### config.mk
export PLATFORM = sky130hd
export DESIGN_NAME = hfs_top
export DESIGN_NICKNAME = d
export VERILOG_FILES = /design/src/rtl/hfs_pkg.sv /design/src/rtl/hfs_sync.sv /design/src/rtl/hfs_oc_retry.sv /design/src/rtl/hfs_ov_restart.sv /design/src/rtl/hfs_mm_check.sv /design/src/rtl/hfs_top.sv
export SDC_FILE = /design/constraint.sdc
export NUM_CORES = 1
export LEC_CHECK = 0
export BUFFER_PORTS_ARGS = -buffer_cell sky130_fd_sc_hd__buf_2
export CAP_MARGIN = 15
export CORE_MARGIN = 2
export CORE_UTILIZATION = 58
export CTS_CLUSTER_SIZE = 14
export DETAILED_ROUTE_END_ITERATION = 16
export GPL_ROUTABILITY_DRIVEN = 0
export GPL_TIMING_DRIVEN = 0
export HOLD_SLACK_MARGIN = 0.05
export PLACE_DENSITY_LB_ADDON = 0.2
export SLEW_MARGIN = 30
export SYNTH_ARGS = -nofsm -noshare
export SYNTH_HDL_FRONTEND = slang
export SYNTH_SLANG_ARGS = --single-unit
### constraint.sdc
create_clock -name clk -period 4 [get_ports clk]
set_input_delay 1.2 -clock clk [delete_from_list [all_inputs] [get_ports clk]]
set_output_delay 1.2 -clock clk [all_outputs]
set_load 0.005 [all_outputs]
### src/rtl/hfs_pkg.sv
`timescale 1ns/1ps
package hfs_pkg;

  typedef enum logic [1:0] {
    LAYER_NONE = 2'd0,
    LAYER_OC   = 2'd1,
    LAYER_OV   = 2'd2,
    LAYER_SUP  = 2'd3
  } layer_e;

  // counter already at or beyond a limit
  function automatic logic at_limit(input logic [31:0] cnt, input logic [31:0] lim);
    return cnt >= lim;
  endfunction

  // one more event brings the counter to the limit
  function automatic logic next_hits(input logic [31:0] cnt, input logic [31:0] lim);
    return ({1'b0, cnt} + 33'd1) >= {1'b0, lim};
  endfunction

endpackage

### src/rtl/hfs_sync.sv
`timescale 1ns/1ps
module hfs_sync #(
  parameter int W = 2
) (
  input  logic         clk,
  input  logic         rst_n,
  input  logic [W-1:0] async_i,
  output logic [W-1:0] sync_o
);
  for (genvar b = 0; b < W; b++) begin : g_bit
    logic meta_q, stab_q;
    always_ff @(posedge clk or negedge rst_n) begin
      if (!rst_n) begin
        meta_q <= 1'b0;
        stab_q <= 1'b0;
      end else begin
        meta_q <= async_i[b];
        stab_q <= meta_q;
      end
    end
    assign sync_o[b] = stab_q;
  end
endmodule

### src/rtl/hfs_oc_retry.sv
`timescale 1ns/1ps
module hfs_oc_retry
  import hfs_pkg::*;
#(
  parameter int TIMER_W = 16,
  parameter int RETRY_W = 3
) (
  input  logic               clk,
  input  logic               rst_n,
  input  logic               tick_i,
  input  logic               oc_s_i,
  input  logic               quiet_i,
  input  logic               man_reset_i,
  input  logic [RETRY_W-1:0] retry_max_i,
  input  logic [TIMER_W-1:0] retry_gap_i,
  input  logic [TIMER_W-1:0] retry_clear_i,
  output logic               hold_o,
  output logic               lock_o,
  output logic               trip_evt_o,
  output logic [RETRY_W-1:0] retry_cnt_o
);
  logic [TIMER_W-1:0] gap_q, run_q;
  logic [RETRY_W-1:0] retry_q;
  logic               hold_q, lock_q;
  logic               release_ok, lock_clear;

  assign trip_evt_o = oc_s_i && !hold_q && !lock_q;
  assign release_ok = hold_q && !oc_s_i && at_limit(32'(gap_q), 32'(retry_gap_i));
  assign lock_clear = lock_q && man_reset_i && quiet_i;

  always_ff @(posedge clk or negedge rst_n) begin
    if (!rst_n) begin
      hold_q  <= 1'b0;
      lock_q  <= 1'b0;
      retry_q <= '0;
      gap_q   <= '0;
      run_q   <= '0;
    end else if (lock_clear) begin
      hold_q  <= 1'b0;
      lock_q  <= 1'b0;
      retry_q <= '0;
      gap_q   <= '0;
      run_q   <= '0;
    end else if (trip_evt_o) begin
      hold_q <= 1'b1;
      gap_q  <= '0;
      run_q  <= '0;
      if (at_limit(32'(retry_q), 32'(retry_max_i))) lock_q <= 1'b1;
      else                                           retry_q <= retry_q + RETRY_W'(1);
    end else if (hold_q) begin
      if (!lock_q) begin
        if (release_ok)                  hold_q <= 1'b0;
        else if (tick_i && !(&gap_q))    gap_q  <= gap_q + TIMER_W'(1);
      end
    end else if (!oc_s_i && retry_q != '0 && tick_i) begin
      if (next_hits(32'(run_q), 32'(retry_clear_i))) begin
        retry_q <= '0;
        run_q   <= '0;
      end else begin
        run_q <= run_q + TIMER_W'(1);
      end
    end
  end

  assign hold_o      = hold_q;
  assign lock_o      = lock_q;
  assign retry_cnt_o = retry_q;
endmodule

### src/rtl/hfs_ov_restart.sv
`timescale 1ns/1ps
module hfs_ov_restart
  import hfs_pkg::*;
#(
  parameter int TIMER_W = 16
) (
  input  logic               clk,
  input  logic               rst_n,
  input  logic               tick_i,
  input  logic               ov_s_i,
  input  logic               timed_i,
  input  logic [TIMER_W-1:0] window_i,
  input  logic               man_reset_i,
  output logic               hold_o,
  output logic               trip_evt_o
);
  logic [TIMER_W-1:0] win_q;
  logic               hold_q, go_q;

  assign trip_evt_o = ov_s_i && !hold_q;
  assign go_q = timed_i ? at_limit(32'(win_q), 32'(window_i)) : man_reset_i;

  always_ff @(posedge clk or negedge rst_n) begin
    if (!rst_n) begin
      hold_q <= 1'b0;
      win_q  <= '0;
    end else if (trip_evt_o) begin
      hold_q <= 1'b1;
      win_q  <= '0;
    end else if (hold_q) begin
      if (ov_s_i)                     win_q  <= '0;
      else if (go_q)                  hold_q <= 1'b0;
      else if (tick_i && !(&win_q))   win_q  <= win_q + TIMER_W'(1);
    end
  end

  assign hold_o = hold_q;
endmodule

### src/rtl/hfs_mm_check.sv
`timescale 1ns/1ps
module hfs_mm_check
  import hfs_pkg::*;
#(
  parameter int DATA_W = 10,
  parameter int CNT_W  = 8
) (
  input  logic              clk,
  input  logic              rst_n,
  input  logic [DATA_W-1:0] sample_i,
  input  logic              valid_i,
  input  logic [DATA_W-1:0] limit_i,
  input  logic [CNT_W-1:0]  persist_i,
  input  logic [CNT_W-1:0]  release_i,
  output logic              active_o,
  output logic              stop_o,
  output logic              stop_evt_o
);
  logic [CNT_W-1:0] hi_q, lo_q;
  logic             act_q, stop_q, over;

  assign over       = sample_i > limit_i;
  assign stop_evt_o = valid_i && over && !stop_q && next_hits(32'(hi_q), 32'(persist_i));

  always_ff @(posedge clk or negedge rst_n) begin
    if (!rst_n) begin
      hi_q   <= '0;
      lo_q   <= '0;
      act_q  <= 1'b0;
      stop_q <= 1'b0;
    end else if (valid_i) begin
      if (over) begin
        lo_q  <= '0;
        act_q <= 1'b1;
        if (!(&hi_q)) hi_q <= hi_q + CNT_W'(1);
        if (stop_evt_o) stop_q <= 1'b1;
      end else begin
        hi_q <= '0;
        if (act_q) begin
          if (next_hits(32'(lo_q), 32'(release_i))) begin
            act_q  <= 1'b0;
            stop_q <= 1'b0;
            lo_q   <= '0;
          end else begin
            lo_q <= lo_q + CNT_W'(1);
          end
        end
      end
    end
  end

  assign active_o = act_q;
  assign stop_o   = stop_q;
endmodule

### src/rtl/hfs_top.sv
`timescale 1ns/1ps
module hfs_top
  import hfs_pkg::*;
#(
  parameter int DATA_W  = 10,
  parameter int CNT_W   = 8,
  parameter int TIMER_W = 16,
  parameter int RETRY_W = 3
) (
  input  logic               clk,
  input  logic               rst_n,
  input  logic               oc_flag_i,
  input  logic               ov_flag_i,
  input  logic               tick_i,
  input  logic [DATA_W-1:0]  mm_sample_i,
  input  logic               mm_valid_i,
  input  logic [DATA_W-1:0]  mm_limit_i,
  input  logic [CNT_W-1:0]   mm_persist_i,
  input  logic [CNT_W-1:0]   mm_release_i,
  input  logic [RETRY_W-1:0] retry_max_i,
  input  logic [TIMER_W-1:0] retry_gap_i,
  input  logic [TIMER_W-1:0] retry_clear_i,
  input  logic               ov_timed_i,
  input  logic [TIMER_W-1:0] ov_window_i,
  input  logic               man_reset_i,
  output logic               gate_en_o,
  output logic               derate_o,
  output logic               stop_o,
  output logic               lockout_o,
  output logic [1:0]         fault_layer_o
);
  logic [1:0]         flags_s;
  logic               oc_s, ov_s, quiet;
  logic               oc_hold, oc_lock, oc_trip_evt;
  logic               ov_hold, ov_trip_evt;
  logic               mm_active_w, mm_stop, mm_stop_evt;
  logic               fast_block;
  logic [RETRY_W-1:0] retry_cnt_w;
  layer_e             layer_q;

  hfs_sync #(.W(2)) u_sync (
    .clk(clk), .rst_n(rst_n),
    .async_i({ov_flag_i, oc_flag_i}), .sync_o(flags_s)
  );
  assign oc_s  = flags_s[0];
  assign ov_s  = flags_s[1];
  assign quiet = !(oc_flag_i || ov_flag_i || oc_s || ov_s);

  hfs_oc_retry #(.TIMER_W(TIMER_W), .RETRY_W(RETRY_W)) u_oc (
    .clk(clk), .rst_n(rst_n), .tick_i(tick_i), .oc_s_i(oc_s), .quiet_i(quiet),
    .man_reset_i(man_reset_i), .retry_max_i(retry_max_i), .retry_gap_i(retry_gap_i),
    .retry_clear_i(retry_clear_i), .hold_o(oc_hold), .lock_o(oc_lock),
    .trip_evt_o(oc_trip_evt), .retry_cnt_o(retry_cnt_w)
  );

  hfs_ov_restart #(.TIMER_W(TIMER_W)) u_ov (
    .clk(clk), .rst_n(rst_n), .tick_i(tick_i), .ov_s_i(ov_s), .timed_i(ov_timed_i),
    .window_i(ov_window_i), .man_reset_i(man_reset_i),
    .hold_o(ov_hold), .trip_evt_o(ov_trip_evt)
  );

  hfs_mm_check #(.DATA_W(DATA_W), .CNT_W(CNT_W)) u_mm (
    .clk(clk), .rst_n(rst_n), .sample_i(mm_sample_i), .valid_i(mm_valid_i),
    .limit_i(mm_limit_i), .persist_i(mm_persist_i), .release_i(mm_release_i),
    .active_o(mm_active_w), .stop_o(mm_stop), .stop_evt_o(mm_stop_evt)
  );

  // fault layer record: fast trips overwrite, supervisory only fills an empty slot
  always_ff @(posedge clk or negedge rst_n) begin
    if (!rst_n)                               layer_q <= LAYER_NONE;
    else if (ov_trip_evt)                     layer_q <= LAYER_OV;
    else if (oc_trip_evt)                     layer_q <= LAYER_OC;
    else if (man_reset_i && quiet)            layer_q <= LAYER_NONE;
    else if (mm_stop_evt && layer_q == LAYER_NONE) layer_q <= LAYER_SUP;
  end

  // raw flags reach the gate without passing the synchronizer
  assign fast_block    = oc_flag_i || ov_flag_i || oc_s || ov_s || oc_hold || ov_hold || oc_lock;
  assign gate_en_o     = !(oc_flag_i || ov_flag_i || oc_hold || ov_hold || oc_lock || mm_stop);
  assign derate_o      = mm_active_w && !fast_block;
  assign stop_o        = mm_stop;
  assign lockout_o     = oc_lock;
  assign fault_layer_o = layer_q;
endmodule

==> key figures <==
Floorplanning
  – Row count: 37
  – IO Pins: 101
  – Effective utilization at floorplan: about three fifths
  – Height of the chip: roughly 110 microns
  – Core ar.: ~10000 sq um
  – DIE AREA: ~12000 sq um
  – Die boundary width: 108 microns

Detailed routing
  – Final routed DRC violation total: 0
  – Antenna-violating nets left: 0
  – Overall routed net length: between 10 and 15 mm
  – Routed wire per std cell: ~15 microns
  – Via density: around 5.8
  – TritonRoute pass-1 iters: 4
  – First DRT Iteration DRCs: 281
  – Total number of vias: between 5000 and 6000

STA
  – Clk_skew: about 0.012 ns
  – Worst slew margin relative to its limit: 56.5%
  – Timing-limited maximum frequency: between 200 and 300 MHz
  – Period minus WS final: ~3.7 ns
  – Final slew viol count: 0
  – Final-layout worst hold slack: around 0.35 ns
  – Final setup viols: 0
  – Part of the cycle the worst path needs: a little over nine tenths
  – Pin slew with the least headroom to its limit: 0.645 ns
  – Count of final hold-check violations: 0

Power and ir drop
  – Relative contribution of the clock network to total power: 24.7%
  – Switching power: approximately 930 uW
  – Tot Pwr: 2.52 mW
  – Peak VDD IR: 0.000217 V
  – Flop pwr share: around 40%
  – Fraction of power spent switching nets: 37.1%
  – Design internal power: 1.58 mW
  – Power share of the combinational group: 35.3%
  – Leakage power total: about 3.7 nW
  – Pwr Density: 352 nW/um^2

Clocking
  – Htree depth: 3
  – Clk sinks: 78
  – Clock latency on the worst-skew pair: around 0.35 ns
  – Number of buffers inserted during clock tree synthesis: 9
  – CTS tree: done
  – Clk buf depth: 2
  – Clk slew on worst S/H paths: about 0.090 ns
  – Root buffer cell: clkbuf_8

Cells and area
  – Number of inserted diodes: 0
  – Area growth syn-to-layout: 14.6%
  – Post-route cell area: a little over 7000 sq um
  – Number of nets in the layout: between 1000 and 1500
  – Fraction of final layout cells with drive strength greater than 1: 17.5%

Yosys
  – Seq/Total Area, Yosys: a little under a third
  – Count of synthesis-stage warnings from yosys: 0
  – Fraction of synthesized area in multiplexers: around 1.4%
  – Synth Area in Adders: approximately 17%
  – Async SR Flop Fraction: between 90% and 100%
  – Area fraction in and, or, nand and nor cells after synthesis: between 20% and 30%
  – Syn Inst Count: about 730
  – Largest family of logic cells by synthesized area: simple AND/OR/NAND/NOR gates
  – Flip-flop and latch count after synthesis: 78
  – Most area-consuming cells after synthesis: dfrtp_1, ha_1, inv_1
  – Dominant cell type by area after synthesis: dfrtp_1
  – Area of the mapped netlist: between 6000 and 7000 sq um
  – Synth Flop Type: dfrtp_1
  – Count of flip-flops with a built-in enable after synthesis: 0
  – Syn_nets: slightly above 900
  – Area share of the largest cell type after synthesis: 31.3%
  – Compound-gate portion of the synthesized area: roughly 18%
  – Average footprint of a synthesized cell: ~8.5 sq um
  – Xor/xnor cell area share of the yosys netlist: between 5 and 6%
  – Number of different library cells in the post-synthesis netlist: 66

Critical path
  – Length in cells of the worst reg-to-reg path: 15
  – Critical Path AT: around 4 ns
  – Critical register-to-register path startpoint: u_oc.run_q[2]
  – Worst endpoint required time: between 4 and 5 ns
  – Critical Path Source: u_oc.run_q[2]
  – Type of the worst setup path: reg -> reg
  – End of the worst register-to-register path: u_oc.run_q[14]
  – Startpoint Class: register
  – Reg-to-reg setup timing slack: 0.26 ns
  – Worst-path maximum fanout: 10
  – Nature of the critical path endpoint: register

Global route
  – Maximum number of pins on one net before global-route repair: 48
  – Global-route congestion overflow total: 0
  – Global-route wire length before repair: about 25 mm
  – Number of global-route vias before repair: between 5000 and 6000
  – Number of antenna violations at the first check in global routing: 0
  – Aggregate global-route resource usage: about a quarter

Min path
  – Path type of the worst min-delay path: reg -> reg
  – Capture endpoint of the worst hold path: u_sync.g_bit[1].stab_q
  – Count of cells along the worst hold path: 0
  – Launch point of the worst hold path: u_sync.g_bit[1].meta_q

Place
  – I/O Buffers: 100
  – Detail Placement HPWL: approximately 11 mm
  – DP Area: 6940 sq um

Run status
  – Outcome: completed

Flow run
  – Number of max-capacitance violations reported: 0
[logic make-up after synthesis]
kind of cell	count (synthesis)
muxes	8
AOI/OAI and AO/OA	162
xor gates and xnor gates	38
adders and majority gates	84
buffers and inverters	104
and+or+nand+nor	257
DFF	78
[worst max-delay path by stage]
stage	slack [ns]	endpoint	cells after the start
2_1_floorplan	0.77	u_ov.win_q[4]	9
3_3_place_gp	0.39	u_oc.run_q[0]	15
3_5_place_dp	0.26	u_oc.run_q[14]	13
4_1_cts	0.20	u_oc.run_q[14]	15
5_1_grt	-0.03	u_oc.run_q[11]	15
6_report	0.26	u_oc.run_q[14]	15
[layout make-up]
class	instances	area, sq um
buffer	15	72.6
clock buffer	10	138
clock inverter	6	70.1
fill	844	3210
inverter	89	334
multi-input combinational	549	3900
sequential	78	1950
tap	136	170
timing repair buffer	101	523
[layer usage]
metal / global-route usage (%) / routed length [microns]
met1: 31.8 / 6130
met2: 47.1 / 7410
met3: 3.75 / 601
met4: 7.33 / 216
met5: 0 / 0
[worst max-delay path, stage by stage, from the launching register on]
cell and delay (ns):
dfrtp_1 0.36, clkbuf_1 0.26, and3_1 0.24, nand3_1 0.15, nor2_1 0.26, nand2_1 0.19, nor2_1 0.20, xor2_1 0.17
ha_1 0.28, nand4_1 0.12, nor2_1 0.09, a32o_1 0.25, a2111oi_2 0.44, nand2_2 0.22, clkbuf_2 0.25, o21ai_1 0.18
[flip-flops by register name, summed over array words and instances (netlist names), 2 cells and up]
| name | flops |
|---|---|
| u_ov.win_q | 16 |
| fault_layer_o | 2 |
| u_oc.retry_cnt_o | 3 |
| u_mm.lo_q | 8 |
| u_oc.gap_q | 16 |
| u_sync.g_bit.stab_q | 2 |
| u_mm.hi_q | 8 |
| u_oc.run_q | 16 |
| u_sync.g_bit.meta_q | 2 |
[repair_timing]
| action | in CTS | in global routing |
|---|---|---|
| hold buffers | 0 | 0 |
| setup endpoints to repair | 0 | 15 |
| resized for setup | 0 | 4 |
| buffers inserted | 0 | 0 |
[cell usage after synthesis (8+ instances only)]
cell       n
o31ai_1    9
nand4_1   15
dfrtp_1   78
ha_1      84
nor2_1    44
xor2_1    21
xnor2_1   17
a21oi_1   40
a21o_1    13
and3_1    14
nand3_1   34
nor3_1     8
nand2_1   86
inv_1     89
o21ai_1   17
or4_1     11
a22o_1     8
clkbuf_1  10
o21ai_0   28
[cell usage in the layout, fill, tap and decap left out, types with 5 or more instances in the layout]
master    count
or4_1        11
ha_1         84
a21oi_1      40
a21o_1       13
nand2_1      85
nor4_1        6
nor2b_1       6
a211oi_1      6
inv_1        89
clkbuf_8     10
buf_2       102
nor2_1       43
o21ai_0      28
nand2b_1      6
and3_1       14
xnor2_1      17
o21ai_1      17
a22o_1        8
clkbuf_1      9
dfrtp_1      78
o31ai_1       9
nand3_1      34
nand4_1      15
or3_1         5
nor3_1        8
o21a_1        6
xor2_1       21
[power by group through the flow]
stage	combinational, mW	clock, mW	sequential, mW
after global placement	0.822	0	1.01
after floorplan	0.628	0	0.989
after detailed placement	0.876	0	1.02
after CTS	0.885	0.627	1.00
final	0.889	0.622	1.01
after global routing	1.02	0.663	1.02
[stage by stage]
stage	std cells	setup WS, ns	setup TNS, ns	utilization (%)
detailed placement	968	0.258	0	66.9
global route	984	-0.0277	-0.0782	69.0
finish	984	0.256	0	69.0
floorplan	731	0.769	0	-
global placement	967	0.386	0	66.7
CTS	984	0.204	0	68.9
(Power assumes the default switching activity.)
